### src/rtl/ctl_regfile.sv
module ctl_regfile #(
  parameter int          GPIO_W  = 8,
  parameter int          AW      = 7,
  parameter logic [31:0] SYS_ID  = 32'h10014D31,
  parameter logic [31:0] CLK_HZ  = 32'd80000000,
  parameter logic [31:0] CAPS    = 32'h0,
  parameter logic [31:0] STRAP   = 32'h1,
  parameter logic [15:0] OFF_CMD = 16'h000E
) (
  input  logic              clk,
  input  logic              rst_n,
  input  logic              bus_req,
  input  logic              bus_we,
  input  logic [AW-1:0]     bus_addr,
  input  logic [3:0]        bus_be,
  input  logic [31:0]       bus_wdata,
  output logic [31:0]       bus_rdata,
  input  logic [GPIO_W-1:0] gpio_pins,
  output logic [GPIO_W-1:0] gpio_out,
  output logic              gpio_irq,
  output logic              tmr_stb,
  output logic              tmr_we,
  output logic              tmr_sel,
  output logic [1:0]        tmr_idx,
  output logic [31:0]       tmr_wdata,
  input  logic [31:0]       tmr_rdata,
  output logic              sys_rst_req,
  output logic              shutdown_req
);
  localparam int WW = AW - 2;
  localparam logic [WW-1:0] W_GIN  = WW'(0);
  localparam logic [WW-1:0] W_GOUT = WW'(1);
  localparam logic [WW-1:0] W_GIE  = WW'(2);
  localparam logic [WW-1:0] W_CFG  = WW'(16);
  localparam logic [WW-1:0] W_SCR  = WW'(20);
  localparam logic [WW-1:0] W_LOCK = WW'(21);
  localparam logic [WW-1:0] W_FREQ = WW'(29);
  localparam logic [WW-1:0] W_CAPS = WW'(30);
  localparam logic [WW-1:0] W_ID   = WW'(31);
  localparam logic [GPIO_W-1:0] STRAP_V = STRAP[GPIO_W-1:0];

  logic [GPIO_W-1:0] gin_q, gout_q, inten_q;
  logic [31:0]       scratch_q, rmux;
  logic              lock_q;

  wire [WW-1:0] word = bus_addr[AW-1:2];
  wire ok  = bus_req && (bus_be == 4'hF) && (bus_addr[1:0] == 2'b00);
  wire wr  = ok && bus_we;
  wire rd  = ok && !bus_we;
  wire t0  = ((word >> 2) == WW'(1)) && (word[1:0] != 2'b11);
  wire t1  = ((word >> 2) == WW'(2)) && (word[1:0] != 2'b11);

  assign tmr_stb   = ok && (t0 || t1);
  assign tmr_we    = bus_we;
  assign tmr_sel   = t1;
  assign tmr_idx   = word[1:0];
  assign tmr_wdata = bus_wdata;
  assign gpio_out  = gout_q;

  always_comb begin
    rmux = 32'h0;
    if (t0 || t1) rmux = tmr_rdata;
    else begin
      case (word)
        W_GIN:   rmux = 32'(gin_q);
        W_GOUT:  rmux = 32'(gout_q);
        W_GIE:   rmux = 32'(inten_q);
        W_CFG:   rmux = 32'h1;
        W_SCR:   rmux = scratch_q;
        W_LOCK:  rmux = {31'h0, lock_q};
        W_FREQ:  rmux = CLK_HZ;
        W_CAPS:  rmux = CAPS;
        W_ID:    rmux = SYS_ID;
        default: rmux = 32'h0;
      endcase
    end
  end

  always_ff @(posedge clk) begin
    if (!rst_n) begin
      gin_q        <= STRAP_V;
      gout_q       <= '0;
      inten_q      <= '0;
      scratch_q    <= '0;
      lock_q       <= 1'b0;
      gpio_irq     <= 1'b0;
      sys_rst_req  <= 1'b0;
      shutdown_req <= 1'b0;
      bus_rdata    <= '0;
    end else begin
      gin_q        <= gpio_pins;
      gpio_irq     <= |((gin_q ^ gpio_pins) & inten_q);
      sys_rst_req  <= wr && (word == W_ID);
      shutdown_req <= wr && (word == W_CFG) && (bus_wdata[15:0] == OFF_CMD);
      if (wr) begin
        case (word)
          W_GOUT: gout_q  <= bus_wdata[GPIO_W-1:0];
          W_GIE:  inten_q <= bus_wdata[GPIO_W-1:0];
          W_SCR:  if (!lock_q) scratch_q <= bus_wdata;
          W_LOCK: lock_q  <= 1'b1;
          default: ;
        endcase
      end
      if (bus_req && !bus_we) bus_rdata <= rd ? rmux : 32'h0;
    end
  end
endmodule


### config.mk
export PLATFORM = sky130hd
export DESIGN_NAME = ctl_regfile
export DESIGN_NICKNAME = d
export VERILOG_FILES = /design/src/rtl/ctl_regfile.sv
export SDC_FILE = /design/constraint.sdc
export NUM_CORES = 1
export LEC_CHECK = 0
export ABC_CLOCK_PERIOD_IN_PS = 2100
export CAP_MARGIN = 20
export CORE_ASPECT_RATIO = 0.6
export CORE_MARGIN = 3
export CORE_UTILIZATION = 45
export CTS_BUF_LIST = sky130_fd_sc_hd__clkbuf_8
export DETAILED_ROUTE_END_ITERATION = 10
export GPL_TIMING_DRIVEN = 0
export PLACE_DENSITY = 0.79
export SKIP_CTS_REPAIR_TIMING = 1
export SLEW_MARGIN = 20
export SYNTH_ARGS = -nofsm -noshare
export SYNTH_HDL_FRONTEND = slang
export SYNTH_SLANG_ARGS = --single-unit
export TNS_END_PERCENT = 50
### constraint.sdc
create_clock -name clk -period 2.1 [get_ports clk]
set_input_delay 0.42 -clock clk [delete_from_list [all_inputs] [get_ports clk]]
set_output_delay 0.42 -clock clk [all_outputs]
set_load 0.05 [all_outputs]
==> reports/results.txt, run 1 <==
Clock sinks - 92
Vias in the first global route - 4556
Critical path type - in2out
CTS tree - done
First-pass GRT wire length - 24600 µm
Seq/Total Area, Yosys - 0.429
GPL Wtd Cong - 0.989
Clk root buf - clkbuf_8
Min Hold Slack - 0.413 ns
WP data required - 1.68 ns
CTS buffer count - 9
Nets - 761
Slew Viols, Final - 0
Syn avg cell area - 8.51 µm²
Pin slew with the least headroom to its limit - 0.709 ns
Simple-Gate Fraction of Synth Area - 0.165
CTS clk-pin slew, worst paths - 0.08 ns
Vias - 4688
# diodes - 0
Crit Path Max Fanout - 10
Final period util - 1.03
Core region area - 8880 µm²
Die Span X - 132 µm
Static leakage - 2.37 nW
CP endpoint kind - output pin
Total power - 3.59 mW
Fraction of the mapped netlist area in adder cells - 0
Via density - 5.82
Largest net degree at the start of global routing - 15
Total Routing Usage GR - 0.293
Status - finished, violations left
Area grow syn2layout - 46.2%
XOR/XNOR Fraction of Synth Area - 0.0184
Pwr dens - 572 nW/µm²
Post-detailed-route wirelength per cell - 19.8 µm
Clock Path Buffers - 2
Maximum VDD drop - 0.338 mV
FF+latch count, synth - 92
Worst path arrival time - 1.74 ns
Worst slew margin relative to its limit - 0.525
# rows - 26
Antenna violations before repair - 0
Class of the worst hold path - in2reg
IO Port Bufs - 161
Unrepaired setup endpoints after global routing - yes
Main combinational cell family by area after synthesis - compound AO/OA/AOI/OAI gates
Worst skew pair latency - 0.37 ns
GRT overflow - 0
Multiplexer share of the synthesized area - 0.0131
Synth Area in Compound Gates - 0.259
Initial DRC Count - 556
Failing checks - negative setup slack
Setup ws final - -0.0594 ns
Die height - 81.6 µm
# setup viols final - 3
ANT nets after route - 0
First drt pass iteration count - 5
I/O pin total - 167
Netlist cell types - 38
Post-Syn Area - 4290 µm²
Mapped Cells - 504
Fin Clk Skew - 0.00807 ns
Total number of yosys warnings - 0
Die Area - 10800 µm²
Hold Fails Final Rpt - 0
Drt drc - 0
H-tree levels - 3
Max Clock Freq - 463 MHz
Hold depth - 3
Fin crit period - 2.16 ns
Initial Util - 0.483
DP Wirelength - 12200 µm
Post-Route WL - 15900 µm
CP Launch Type - input port
Mapped Nets - 591
Reg2reg path depth - 4
Share of cells above drive strength 1 - 0.158
Max-cap viol count - 0
-- layer usage --
layer	vias up	share of wire	GRT usage
met5	-	0	0
met4	0	0.011	0.0566
met3	25	0.13	0.0894
met2	297	0.42	0.444
met1	2214	0.44	0.417
li1	2152	-	-
-- logic make-up after synthesis --
logic type	Yosys count
buf+inv	82
simple gates	131
flops	92
xor+xnor	9
compound gates	185
mux	5
-- power by group --
group | switching (mW) | internal, mW
combinational | 0.349 | 0.289
sequential | 0.00603 | 1.75
clock | 0.619 | 0.573
-- cell usage after synthesis, drive strengths merged --
| master | n | area share |
|---|---|---|
| a311oi | 2 | 0.0055 |
| xor2 | 9 | 0.018 |
| a41o | 1 | 0.0023 |
| buf | 55 | 0.092 |
| and4b | 1 | 0.0023 |
| a21oi | 52 | 0.061 |
| and2 | 15 | 0.022 |
| a2111oi | 2 | 0.0041 |
| clkinv | 1 | 0.00087 |
| a22oi | 20 | 0.035 |
| a31oi | 2 | 0.0029 |
| inv | 2 | 0.0018 |
| and4bb | 1 | 0.0029 |
| nand2 | 36 | 0.032 |
| mux2 | 5 | 0.013 |
| dfxtp | 92 | 0.43 |
| nand4b | 1 | 0.0020 |
| a41oi | 2 | 0.0041 |
| and3 | 6 | 0.0088 |
| nand2b | 2 | 0.0029 |
| o21ai | 80 | 0.093 |
| a32oi | 2 | 0.0041 |
| nand3 | 51 | 0.060 |
| nor4 | 6 | 0.016 |
| clkbuf | 24 | 0.021 |
| nor2b | 1 | 0.0015 |
| nor3 | 4 | 0.0058 |
| a2111o | 1 | 0.0026 |
| nor2 | 5 | 0.0044 |
| a221oi | 17 | 0.035 |
| or3 | 2 | 0.0053 |
| a32o | 4 | 0.0093 |
-- sequential cells by signal (all words and copies together), names as in the netlist --
register	count
bus_rdata	32
scratch_q	32
gin_q	8
gpio_out	8
inten_q	8
gpio_irq	1
lock_q	1
shutdown_req	1
sys_rst_req	1
-- cell usage in the layout (no fill, tap or decap), drive strengths merged --
cell	n
nand2b	2
or3	2
a41oi	2
a2111oi	2
nor2b	1
mux2	5
nand3	51
and4b	1
and2	15
buf	70
a311oi	2
a2111o	1
clkbuf	33
nor2	5
nand2	36
dlymetal6s2s	19
nor4	6
a221oi	17
and3	6
a41o	1
and4bb	1
nand4b	1
a22oi	20
clkinvlp	1
a32o	4
nor3	4
xor2	9
a21oi	52
o21ai	80
dfxtp	92
clkdlybuf4s50	126
bufinv	1
a31oi	2
inv	5
clkinv	2
a32oi	2
-- critical path, stage by stage --
cell and delay, ns:
buf_2 0.18, a21oi_1 0.16, and2_2 0.26, buf_2 0.26, and3_1 0.18, clkbuf_2 0.27
-- layout make-up --
class,instances,area [µm²]
clock buffers,10,138
clock inverters,6,57.6
inverters,3,11.3
plain buffers,77,485
flip-flops and latches,92,1840
fillers,696,2610
multi-input cells,330,1970
well taps,126,158
repair buffers,161,1610
-- per-stage QoR --
stage                     worst slack [ns]  setup TNS, ns  cells  instance area [µm²]  utilization
after floorplan                     0.0148              0    504                 4290            -
after global placement              -0.766         -23.58    791                 6060        0.682
after detailed placement            -0.748         -25.71    791                 6060        0.682
after CTS                           -0.771          -8.58    807                 6250        0.704
after global routing                -0.130         -0.649    805                 6270        0.706
final                              -0.0594        -0.0723    805                 6270        0.706
-- final timing paths --
check	from	to	slack, ns
min	bus_addr[6]	shutdown_req	0.41
max	bus_addr[2]	tmr_stb	-0.06
min reg2reg	bus_rdata[22]	bus_rdata[22]	0.45
max reg2reg	lock_q	scratch_q[18]	0.64
(Power assumes the default switching activity.)
==> run 2, diff against run 1 <==
- SKIP_LAST_GASP: default -> 1
==> reports/results.txt, run 2 (synthesis gave the netlist of run 1 again) <==
Setup ws final - -0.163 ns
Antenna violations before repair - 0
Core region area - 8880 µm²
Worst slew margin relative to its limit - 0.527
First drt pass iteration count - 5
Maximum VDD drop - 0.335 mV
Fin Clk Skew - 0.0106 ns
Post-detailed-route wirelength per cell - 19.9 µm
Vias - 4692
WP data required - 1.68 ns
Final period util - 1.08
DR WL met2 - 6650 µm
# setup viols final - 17
Post-Route WL - 16000 µm
Reg2reg path depth - 4
Pin slew with the least headroom to its limit - 0.706 ns
Fin area - 6300 µm²
Status - finished, violations left
Failing checks - negative setup slack
Post-DP Area - 6060 µm²
Total power - 3.60 mW
R2R setup slack - 0.65 ns
Reg-to-Reg Start - lock_q
Max-cap viol count - 0
Hold Fails Final Rpt - 0
GRT overflow - 0
Commonest cells after routing, fill and taps aside - clkdlybuf4s50_1 (140), dfxtp_1 (92), a21oi_1 (52)
H-tree levels - 3
Initial Util - 0.483
CP endpoint kind - output pin
Total Routing Usage GR - 0.293
CP startpoint - bus_wdata[20]
Slew Viols, Final - 0
Worst path arrival time - 1.84 ns
M1 WL - 7200 µm
Unrepaired setup endpoints after global routing - yes
Largest registers - bus_rdata (32), scratch_q (32)
Min Hold Slack - 0.422 ns
Static leakage - 2.36 nW
CTS buffer count - 9
Hold depth - 3
Worst skew pair latency - 0.37 ns
Initial DRC Count - 452
CTS clk-pin slew, worst paths - 0.08 ns
GPL Wtd Cong - 0.989
Clock Path Buffers - 2
Routed wl met3 - 2000 µm
Fin crit period - 2.26 ns
Via density - 5.83
Share of cells above drive strength 1 - 0.134
Pwr dens - 571 nW/µm²
DP Wirelength - 12200 µm
I/O pin total - 167
ANT nets after route - 0
CTS tree - done
Post-layout util - 0.710
Crit Path Max Fanout - 2
CP Launch Type - input port
First-pass GRT wire length - 24600 µm
DR top layer - met4
Worst R2R End - scratch_q[18]
Hold endpoint - shutdown_req
Leading cell type in the layout, fill and taps excluded - clkdlybuf4s50_1
Vias in the first global route - 4556
Area grow syn2layout - 47.0%
Die Span X - 132 µm
Critical path type - in2out
Clk root buf - clkbuf_8
# diodes - 0
Post-place setup slack - -0.748 ns
Max Clock Freq - 442 MHz
Min-delay src - bus_addr[6]
Class of the worst hold path - in2reg
IO Port Bufs - 161
Clock sinks - 92
Largest net degree at the start of global routing - 15
Die Area - 10800 µm²
Die height - 81.6 µm
Nets - 761
# rows - 26
Drt drc - 0
-- run 2: cell types whose count changed in the layout (fill, tap and decap cells not counted) --
cell             before  now
and2_1               13   15
buf_4                52   38
and2_2                2    0
clkdlybuf4s50_1     126  140
-- run 2: worst max path at each step --
stage / end / slack [ns] / depth (start not counted)
floorplan: tmr_stb / 0.01 / 6
global placement: tmr_stb / -0.77 / 7
detailed placement: tmr_stb / -0.75 / 7
CTS: tmr_stb / -0.77 / 7
global route: tmr_stb / -0.26 / 6
finish: tmr_wdata[20] / -0.16 / 3
-- run 2: power breakdown --
group          total [mW]  internal, mW  leakage [nW]  switching [mW]
sequential           1.76          1.75         0.743         0.00606
combinational       0.642         0.293          1.51           0.349
clock                1.20         0.573         0.106           0.627
-- run 2: area by class of cell --
cell class	instances	area, µm²
buffer	77	485
timing repair buffer	161	1650
tap	126	158
sequential	92	1840
clock buffer	10	138
fill	688	2580
multi-input combinational	330	1960
inverter	3	11.3
clock inverter	6	57.6
-- run 2: critical path, stage by stage --
cell and delay, ns:
clkdlybuf4s50_1 0.50, buf_4 0.12, clkdlybuf4s50_1 0.80
-- run 2: metal layers --
| layer | vias up | global-route usage |
|---|---|---|
| met3 | 23 | 0.0894 |
| met5 | - | 0 |
| met4 | 0 | 0.0566 |
| li1 | 2149 | - |
| met2 | 318 | 0.444 |
| met1 | 2202 | 0.417 |
-- run 2: through the flow --
| step | TNS [ns] | std cells |
|---|---|---|
| finish | -2.19 | 805 |
| global placement | -23.58 | 791 |
| CTS | -8.58 | 807 |
| detailed placement | -25.71 | 791 |
| global route | -3.12 | 805 |
| floorplan | 0 | 504 |
